### src/rtl/fsh_pkg.sv
package fsh_pkg;
  typedef enum logic {
    SHIFT_LEFT  = 1'b0,
    SHIFT_RIGHT = 1'b1
  } shdir_e;

  typedef struct packed {
    logic carry;
    logic sign;
    logic zero;
    logic parity;
  } fsh_flags_t;

  function automatic logic even_ones8(input logic [7:0] v);
    return ~(^v);
  endfunction
endpackage

### src/rtl/fsh_amount.sv
module fsh_amount #(
  parameter int CNT_W    = 8,
  parameter int AMT_W    = 5,
  parameter int WIDE_W   = 32,
  parameter int NARROW_W = 16
) (
  input  logic [CNT_W-1:0] count_i,
  input  logic             wide_i,
  output logic [AMT_W-1:0] amt_o,
  output logic             noop_o,
  output logic             undef_o
);
  localparam int LIMIT_WIDE   = WIDE_W;
  localparam int LIMIT_NARROW = NARROW_W;

  int amt_int;

  always_comb begin
    amt_o   = count_i[AMT_W-1:0];
    amt_int = int'(amt_o);
    noop_o  = (amt_o == '0);
    if (wide_i) undef_o = (amt_int > LIMIT_WIDE);
    else        undef_o = (amt_int > LIMIT_NARROW);
  end
endmodule

### src/rtl/fsh_funnel.sv
module fsh_funnel #(
  parameter int W     = 32,
  parameter int AMT_W = 5,
  parameter int OUT_W = 32
) (
  input  logic [W-1:0]     dst_i,
  input  logic [W-1:0]     src_i,
  input  logic [AMT_W-1:0] amt_i,
  input  logic             right_i,
  output logic [OUT_W-1:0] res_o,
  output logic             carry_o
);
  localparam int CAT_W = 2 * W + 1;

  logic [CAT_W-1:0] cat_left;
  logic [CAT_W-1:0] cat_right;
  logic [W-1:0]     res_w;

  always_comb begin
    // left: {guard, dst, src}; guard position catches dst[W-amt]
    cat_left  = {1'b0, dst_i, src_i} << amt_i;
    // right: {src, dst, guard}; guard position catches dst[amt-1]
    cat_right = {src_i, dst_i, 1'b0} >> amt_i;
    if (right_i) begin
      res_w   = cat_right[W:1];
      carry_o = cat_right[0];
    end else begin
      res_w   = cat_left[2*W-1:W];
      carry_o = cat_left[2*W];
    end
    res_o = OUT_W'(res_w);
  end
endmodule

### src/rtl/fsh_flagcalc.sv
module fsh_flagcalc #(
  parameter int W = 32
) (
  input  logic [W-1:0] res_i,
  output logic         sign_o,
  output logic         zero_o,
  output logic         parity_o
);
  always_comb begin
    sign_o   = res_i[W-1];
    zero_o   = (res_i == '0);
    parity_o = fsh_pkg::even_ones8(res_i[7:0]);
  end
endmodule

### src/rtl/dfunnel_shift.sv
module dfunnel_shift #(
  parameter int DATA_W   = 32,
  parameter int NARROW_W = 16,
  parameter int CNT_W    = 8,
  parameter int AMT_W    = 5
) (
  input  logic              clk,
  input  logic              rst,
  input  logic              in_valid,
  input  logic [DATA_W-1:0] dst,
  input  logic [DATA_W-1:0] src,
  input  logic [CNT_W-1:0]  count,
  input  logic              wide,
  input  logic              dir_right,
  output logic              out_valid,
  output logic [DATA_W-1:0] result,
  output logic              carry,
  output logic              sign,
  output logic              zero,
  output logic              parity,
  output logic              undefined
);
  import fsh_pkg::*;

  localparam int NSIZES = 2;

  logic [AMT_W-1:0]  amt;
  logic              noop;
  logic              undef;
  logic [DATA_W-1:0] size_res [NSIZES];
  fsh_flags_t        size_flg [NSIZES];
  logic [DATA_W-1:0] sel_res;
  fsh_flags_t        sel_flg;
  logic [DATA_W-1:0] pass_res;
  shdir_e            dir;

  assign dir = dir_right ? SHIFT_RIGHT : SHIFT_LEFT;

  fsh_amount #(
    .CNT_W(CNT_W), .AMT_W(AMT_W), .WIDE_W(DATA_W), .NARROW_W(NARROW_W)
  ) u_amount (
    .count_i(count), .wide_i(wide),
    .amt_o(amt), .noop_o(noop), .undef_o(undef)
  );

  // index 0: narrow operands, index 1: full-width operands
  for (genvar g = 0; g < NSIZES; g++) begin : g_size
    localparam int W = (g == 0) ? NARROW_W : DATA_W;
    logic [DATA_W-1:0] res_full;
    logic              cy;
    logic              sg, zr, pr;

    fsh_funnel #(.W(W), .AMT_W(AMT_W), .OUT_W(DATA_W)) u_funnel (
      .dst_i(dst[W-1:0]), .src_i(src[W-1:0]), .amt_i(amt),
      .right_i(dir == SHIFT_RIGHT), .res_o(res_full), .carry_o(cy)
    );

    fsh_flagcalc #(.W(W)) u_flags (
      .res_i(res_full[W-1:0]), .sign_o(sg), .zero_o(zr), .parity_o(pr)
    );

    assign size_res[g] = res_full;
    assign size_flg[g] = '{carry: cy, sign: sg, zero: zr, parity: pr};
  end

  always_comb begin
    sel_res  = wide ? size_res[1] : size_res[0];
    sel_flg  = wide ? size_flg[1] : size_flg[0];
    pass_res = wide ? dst : DATA_W'(dst[NARROW_W-1:0]);
  end

  always_ff @(posedge clk) begin
    if (rst) begin
      out_valid <= 1'b0;
      result    <= '0;
      carry     <= 1'b0;
      sign      <= 1'b0;
      zero      <= 1'b0;
      parity    <= 1'b0;
      undefined <= 1'b0;
    end else begin
      out_valid <= in_valid;
      if (in_valid) begin
        if (noop) begin
          result    <= pass_res;
          undefined <= 1'b0;
        end else if (undef) begin
          result    <= '0;
          undefined <= 1'b1;
        end else begin
          result    <= sel_res;
          undefined <= 1'b0;
          carry     <= sel_flg.carry;
          sign      <= sel_flg.sign;
          zero      <= sel_flg.zero;
          parity    <= sel_flg.parity;
        end
      end
    end
  end


  valid_follow_chk: assert property (@(posedge clk) disable iff (rst)
    in_valid |=> out_valid);


  idle_hold_chk: assert property (@(posedge clk) disable iff (rst)
    !in_valid |=> (!out_valid && $stable(result) && $stable(carry)));


  noop_flags_chk: assert property (@(posedge clk) disable iff (rst)
    (in_valid && count[AMT_W-1:0] == '0) |=>
      ($stable(carry) && $stable(sign) && $stable(zero) && $stable(parity) && !undefined));


  narrow_undef_chk: assert property (@(posedge clk) disable iff (rst)
    (in_valid && !wide && int'(count[AMT_W-1:0]) > NARROW_W) |=>
      (undefined && result == '0 && $stable(carry)));


  wide_defined_chk: assert property (@(posedge clk) disable iff (rst)
    (in_valid && wide) |=> !undefined);


  narrow_upper_chk: assert property (@(posedge clk) disable iff (rst)
    (in_valid && !wide) |=> (result[DATA_W-1:NARROW_W] == '0));
endmodule

### config.mk
export PLATFORM = sky130hd
export DESIGN_NAME = dfunnel_shift
export DESIGN_NICKNAME = d
export VERILOG_FILES = /design/src/rtl/fsh_pkg.sv /design/src/rtl/fsh_amount.sv /design/src/rtl/fsh_funnel.sv /design/src/rtl/fsh_flagcalc.sv /design/src/rtl/dfunnel_shift.sv
export SDC_FILE = /design/constraint.sdc
export NUM_CORES = 1
export LEC_CHECK = 0
export ABC_AREA = 0
export ABC_CLOCK_PERIOD_IN_PS = 4300
export BUFFER_PORTS_ARGS = -buffer_cell sky130_fd_sc_hd__buf_4
export CORE_MARGIN = 5
export CORE_UTILIZATION = 35
export DETAILED_ROUTE_END_ITERATION = 8
export SYNTH_ARGS = -nofsm -noshare
export SYNTH_HDL_FRONTEND = slang
export SYNTH_SLANG_ARGS = --single-unit
### constraint.sdc
create_clock -name clk -period 4.3 [get_ports clk]
set_clock_uncertainty 0.05 [all_clocks]
set_input_delay 1.075 -clock clk [delete_from_list [all_inputs] [get_ports clk]]
set_output_delay 1.075 -clock clk [all_outputs]
set_load 0.02 [all_outputs]
Word level (Yosys, flattened, before mapping). Index checks and enable logic that the tools add are counted.

Register bits: 38. Output and inout port bits: 38. Bits of input ports: 77. Logic and storage cells: 35.

$lt $le $gt $ge: 1. Shift-type cells: 4. Muxes and demuxes: 13. Bitwise gates (word level): 4. Reduce and logical (&&, ||, !) cells: 6.

Operators by type and width (number): 32-bit 2-to-1 mux (5); 64-bit by 5-bit << shifter with 65-bit output (1); 65-bit by 5-bit >> shifter with 33-bit output (1); 32-bit by 5-bit << shifter with 33-bit output (1); 33-bit by 5-bit >> shifter with 17-bit output (1); 32-bit logical NOT (1); 16-bit logical NOT (1); 16-bit 2-to-1 mux (1); 8-bit XOR reduction (2); 1-bit 2-to-1 mux (6); 5-bit > comparator, second input constant (1); 5-bit logical NOT (1); 4-bit 2-to-1 mux (1); 1-bit inverter (4); 3-bit AND reduction (1).

Logic depth before layout (Yosys ltp). Gate-level depths: netlist of run 1.

Word-level depth: 5. Gate-level depth with buffers: 18. Gate-level depth less buffers: 13.

Hierarchy. Synthesis of run 1 repeated with hierarchy kept, for this count alone.

Cells, all modules: 1460. Area total of the unflattened synthesis: 14564.0 µm².

By module, submodules not included: fsh_funnel at g_size[1].u_funnel (seq. area each 0.0 µm², cells each 769, area each 7827.5 µm², times used 1); fsh_funnel at g_size[0].u_funnel (seq. area each 0.0 µm², cells each 429, area each 4041.4 µm², times used 1); dfunnel_shift (seq. area each 760.7 µm², cells each 208, area each 2289.7 µm², times used 1); fsh_flagcalc at g_size[1].u_flags (seq. area each 0.0 µm², cells each 26, area each 197.7 µm², times used 1); fsh_flagcalc at g_size[0].u_flags (seq. area each 0.0 µm², cells each 20, area each 150.1 µm², times used 1); fsh_amount (seq. area each 0.0 µm², cells each 8, area each 57.6 µm², times used 1).

Least setup slack after synthesis of run 1. No wires, ideal clock.

Path type: input to register. From: input count[0]. To: register zero. Required time: 4.158 ns. Arrival time: 3.846 ns. Stages: 14. Path buffers: 3. Slack: 0.312 ns. Library setup time: 0.092 ns. Cell sequence: buf_6 -> buf_6 -> buf_2 -> mux4_2 -> mux2_2 -> mux2_2 -> nor2_1 -> o21ai_0 -> o211ai_1 -> ha_1 -> nand4_1 -> a2111oi_0 -> nand4_1 -> o32ai_1.

Longest elaborated chain between the ends: 4. Elaborated cells between the ends (all ways): 15. Those cells by class: 1 x order compare; 4 x shift; 4 x mux; 2 x bitwise; 4 x reduce/logical.

RTL lines: from (decl) (RTL line dfunnel_shift.sv:12) `input logic [CNT_W-1:0] count,`; 64-bit by 5-bit << shifter with 65-bit output (tied with other cells) (RTL line fsh_funnel.sv:21) `cat_left = {1'b0, dst_i, src_i} << amt_i;`; 32-bit 2-to-1 mux (tied with other cells) (RTL line fsh_funnel.sv:24) `if (right_i) begin`; 32-bit logical NOT (tied with other cells) (RTL line fsh_flagcalc.sv:11) `zero_o = (res_i == '0);`; 4-bit 2-to-1 mux or 3-bit AND reduction (tied branches); to (signal assigned) (RTL line dfunnel_shift.sv:95) `zero <= sel_flg.zero;`; to (decl) (RTL line dfunnel_shift.sv:19) `output logic zero,`.

Parallel ways exist; a longest one is shown, timed or not. A chain may end at the register's enable or synchronous reset.

Worst setup path in the final report of run 1. Same ends and word-level chain as after synthesis.

==> metrics, run 1 <==
die area=35200 um^2; clk buf depth=2; top_reg_cell synth=dfxtp_1; delay-heaviest family, CP=compound AO/OA/AOI/OAI gates; worst hold slack=0.401 ns; worst-skew pair later-pin latency=0.28 ns; Die Span Y=188 um; Worst Setup Path Type=in2reg; Post-Layout Cell Count=1884; Synth Net Count=1354; Wirelength per Cell=32.1 um; final setup margin=0.109 ns; leading area contributor after synthesis=mux4_2; most frequent cells in the layout=buf_4, nand2_1, mux4_2, mux2i_1, nor2_1; hold crit path type=reg2reg; core area=31400 um^2; via count=12900; initial drt markers=1854; Tmin final=4.19 ns; sequential share of the synthesized area=6.89%; DP Wirelength=48300 um; Max VDD drop=117 uV; H-tree depth=2; # diodes=0; multi-input gate area in the final layout=9470 um^2; CTS root buffer=clkbuf_16; proportion of layout cells with a drive suffix above 1=40.8%; most common cell after layout, fill and taps aside=buf_4; critical path's largest stage delay=0.45 ns; post-CTS setup buffer count=0; mapped cell area=11000 um^2; WP buf/inv=5; LEAKAGE=0.00565 uW; count of cell types in the netlist=72; Reg-to-Reg Start=zero; drt total wl=60600 um; initial antenna violation count=3; Synth top area share=29.2%; Mapped Cells=1269; CTS tree=yes; CP Max Fanout=34; TritonCTS Buffers=5; Reg clk slew, reported paths=0.05 ns; global-route wire length before repair=88000 um; WP data arrival=4.33 ns; register area=761 um^2; Final period util=97.5%; Synth async-reset ratio=0%; Hold Vio Cnt, Final=0; worst-margin pin slew=1.02 ns; Max-slew headroom=31.5%; DRC Markers=0; I/O pin cnt=115; Pins Over Slew Limit=0; syn_area_per_cell=8.71 um^2; antenna-violating nets left=0; most numerous cell on the critical path=buf_4; Layout Nets=1566; FILL cells=3149; Area Overhead vs Synth=26.1%; Yosys warning total=0; final setup TNS=0 ns; largest net degree at the start of global routing=46; Req. time, crit path=4.44 ns; initial core utilization=35.2%; status=finished, final reports clean; crit-path cells=buf_12 > buf_4 > mux2_2 > o22ai_1 > nor2_1 > buf_4 > o211ai_1 > buf_4 > nand3_1 > o31ai_1 > buf_4 > ha_1 > nand4_1 > a2111oi_0 > nand4_1 > o32ai_1; flop and latch count out of synthesis=38; Pre-antenna DRT Iters=6; count of input and output buffers=111; Final Instance Area=13900 um^2; GPL Wtd Cong=1.03; placed insts=1876; row count=65; Die X=188 um; Via density=6.86; vias in the first global route=12400; pre-CTS setup slack=-0.188 ns; Critical Path Start=count[0]; Worst setup SP type=input pin; Fmax=239 MHz; RSZ-0062 raised after global routing=false; Max-Cap Viols=0; Power Density=211 nW/um^2; grt ovf=0; top cells by area, synth=mux4_2, mux2i_1, mux2_2; clk sink count=38; Total GRT Usage=33.1%; final setup violating endpoints=0; nature of the critical path endpoint=flop; critical path's slowest cell=a2111oi_0; Hold Crit Start=result[27]; DP Area=13800 um^2; Post-synth EDFFs=0
cell type report:
cell class	count	area share [%]
clock buffers	5	0.898
clock inverters	3	0.287
flip-flops and latches	38	5.46
repair buffers	366	21.5
inverters	11	0.305
multi-input cells	1059	68.0
well taps	402	3.61
final timing paths:
path	end	slack, ns	cells after the start
worst max-delay path	zero	0.11	16
worst min-delay path	result[27]	0.40	2
worst max register to register	zero	2.95	4
worst min register to register	result[27]	0.40	2
sequential cells by signal, indices dropped and copies added (netlist names):
register	flops
zero	1
sign	1
out_valid	1
parity	1
carry	1
result	32
undefined	1
synth_stat cells (5+ instances only):
library cell and number:
a221oi_1 7, buf_4 13, a22o_1 17, buf_2 31, a211o_1 8, a32oi_1 6, nand2_1 153, or2_2 5
buf_6 7, inv_1 8, and3_1 6, clkbuf_1 92, o22ai_1 33, xnor2_1 6, a311oi_1 11, dfxtp_1 38
nor2_1 98, o221ai_1 9, o21ai_0 45, nor3_1 18, o21a_1 6, o22a_1 6, mux2_2 71, a211oi_1 26
nor2b_1 13, a2bb2oi_1 8, mux2i_1 121, mux4_2 143, nand4_1 8, o31ai_1 8, a22oi_1 18, a21oi_1 61
nand3_1 26, o211ai_1 14, a31oi_1 9, ha_1 8, buf_1 16, nand2b_1 16, and2_1 9
power by group:
part / switching [uW] / internal (uW) / leakage, uW / total, uW
Combinational: 1190 / 940 / 0.00526 / 2130
Clock: 141 / 271 / 0.0000836 / 412
Sequential: 13.3 / 378 / 0.000312 / 392
logic make-up (layout without fill, tap and decap cells):
kind of cell    after synthesis  in the layout  share of synthesized area, %
simple gates                363            363                          14.6
flops                        38             38                          6.89
mux                         335            335                          47.3
fa+ha+maj                     8              8                         0.906
buf+inv                     172            385                          7.41
compound gates              347            347                          22.4
xor+xnor                      6              6                         0.476
tightest hold or removal path: stages (launching register included):
cell	delay [ns]
dfxtp_1	0.32
nand2_1	0.04
o21ai_0	0.05
per-stage QoR:
step / utilization [%] / power, uW
after floorplan: - / 1530
after global placement: 43.8 / 2470
after detailed placement: 43.8 / 2460
after CTS: 44.4 / 2880
after global routing: 44.4 / 3050
final: 44.4 / 2930
per-layer routing:
metal | vias to the layer above | wire length, um | track usage (%) | part of all wire, %
li1 | 5466 | - | - | -
met5 | - | 13 | 0 | 0.021
met1 | 6365 | 24800 | 47.2 | 41
met4 | 2 | 2650 | 11.6 | 4.4
met2 | 943 | 26500 | 50.2 | 44
met3 | 140 | 6630 | 6.25 | 11
what timing repair did:
item	4_1_cts	5_1_grt
setup endpoints to repair	0	2
gates resized for setup	0	1
hold buffers	0	0
Power figures use the tool's default switching activity.
==> run 2: changes to the inputs <==
--- a/config.mk
+++ b/config.mk
@@ -8,9 +8,12 @@
 export ABC_AREA = 0
 export ABC_CLOCK_PERIOD_IN_PS = 4300
 export BUFFER_PORTS_ARGS = -buffer_cell sky130_fd_sc_hd__buf_4
+export CELL_PAD_IN_SITES_DETAIL_PLACEMENT = 0
+export CELL_PAD_IN_SITES_GLOBAL_PLACEMENT = 1
 export CORE_MARGIN = 5
 export CORE_UTILIZATION = 35
 export DETAILED_ROUTE_END_ITERATION = 8
+export PLACE_DENSITY_LB_ADDON = 0.1
 export SYNTH_ARGS = -nofsm -noshare
 export SYNTH_HDL_FRONTEND = slang
 export SYNTH_SLANG_ARGS = --single-unit
==> run 2 against run 1 <==
Against the previous run:
- sequential power about the same
- via count increased by 0.50%
- critical path type unchanged
- power increased by 2.7%
- clock-buffer cell count increased by 1
- cell count increased by 3.6%
- fmax increased by 0.52%
==> metrics, run 2 (synthesized netlist as in run 1, its figures left out) <==
clk buf depth=2; Final period util=97.0%; Wirelength per Cell=32.8 um; final setup margin=0.131 ns; hold crit path type=reg2reg; Via density=6.65; most numerous cell on the critical path=nand4_1; via count=13000; critical path's largest stage delay=0.59 ns; pre-CTS setup slack=-0.293 ns; grt ovf=0; worst hold slack=0.404 ns; initial core utilization=35.2%; Worst setup SP type=input pin; Fmax=240 MHz; Req. time, crit path=4.44 ns; LEAKAGE=0.00595 uW; FILL cells=3153; Area Overhead vs Synth=30.8%; post-CTS setup buffer count=0; Tot Pwr=3020 uW; worst-skew pair later-pin latency=0.28 ns; most common cell after layout, fill and taps aside=buf_4; WP data arrival=4.31 ns; DRC Markers=0; status=finished, final reports clean; Die Span Y=188 um; largest net degree at the start of global routing=41; RSZ-0062 raised after global routing=false; final setup violating endpoints=0; Pins Over Slew Limit=0; Reg clk slew, reported paths=0.06 ns; clk sink count=38; row count=65; core area=31400 um^2; Tmin final=4.17 ns; nature of the critical path endpoint=flop; Max VDD drop=131 uV; GPL Wtd Cong=1.01; Max-Cap Viols=0; CTS tree=yes; Largest Register=result; Layout Nets=1629; most frequent cells in the layout=buf_4, nand2_1, mux4_2, mux2i_1, nor2_1; Hold-fix buffers, CTS=0; Post-Layout Cell Count=1951; antenna-violating nets left=0; Pre-antenna DRT Iters=6; I/O pin cnt=115; Power Density=209 nW/um^2; final core utilization=46.0%; Worst Setup Path Type=in2reg; Max-slew headroom=29.2%; DP Wirelength=51300 um; Largest register FFs=32; critical path's slowest cell=mux4_2; CTS root buffer=clkbuf_16; die area=35200 um^2; proportion of layout cells with a drive suffix above 1=43.6%; drt total wl=64000 um; Total GRT Usage=35.1%; worst-margin pin slew=1.06 ns; Die X=188 um; CP Max Fanout=19; Hold Vio Cnt, Final=0; vias in the first global route=12800; initial drt markers=1672; TritonCTS Buffers=5; crit-path cells=buf_8 > buf_12 > mux4_2 > mux2_2 > a22oi_1 > nand2_1 > o21ai_0 > buf_4 > ha_1 > nand4_1 > a2111oi_2 > nand4_1 > o32ai_1; H-tree depth=2; global-route wire length before repair=92100 um; placed insts=1939; count of input and output buffers=111; initial antenna violation count=3
==> run 2: worst paths after layout <==
| kind | startpoint | cells past startpoint | endpoint | slack [ns] |
|---|---|---|---|---|
| hold / removal | result[22] | 2 | result[22] | 0.40 |
| setup / recovery | count[0] | 13 | zero | 0.13 |
| setup reg to reg | zero | 4 | zero | 3.10 |
| hold reg to reg | result[22] | 2 | result[22] | 0.40 |
==> run 2: layout make-up <==
class                      count  area (um^2)  area share [%]
antenna                        4         10.0          0.0693
timing repair buffer         429         3480            24.1
multi-input combinational   1059         9510            65.8
clock inverter                 2         12.5          0.0866
clock buffer                   6          139           0.961
tap                          402          503            3.48
inverter                      11         43.8           0.303
sequential                    38          761            5.26
==> run 2: timing repair <==
| item | in CTS | in global routing |
|---|---|---|
| endpoints found under the hold margin | 0 | 0 |
| setup endpoints to repair | 1 | 2 |
| gates resized for setup | 1 | 10 |
==> run 2: stage by stage <==
step	TNS (ns)	instance area, um^2
after detailed placement	-0.428	14200
after floorplan	0	11000
after global placement	-0.462	14200
after global routing	0	14400
final	0	14500
after CTS	0	14400
==> run 2: layer usage <==
metal	GRT usage, %	up-vias	routed length [um]
met5	0	-	0
met2	53.0	820	27900
met1	47.1	6434	26100
li1	-	5593	-
met3	11.2	134	7160
met4	13.2	0	2860
==> run 2: where the power goes <==
| part | total, uW | internal, uW | switching (uW) |
|---|---|---|---|
| Sequential | 391 | 378 | 12.8 |
| Combinational | 2240 | 1010 | 1230 |
| Clock | 385 | 230 | 155 |
==> run 2: worst max-delay path: cells and delay by family <==
family                     cells  cell delay (ns)
and+or+nand+nor                3             0.38
buffers and inverters          3             0.56
muxes                          2             0.93
adders and majority gates      1             0.15
AOI/OAI and AO/OA              4             1.19
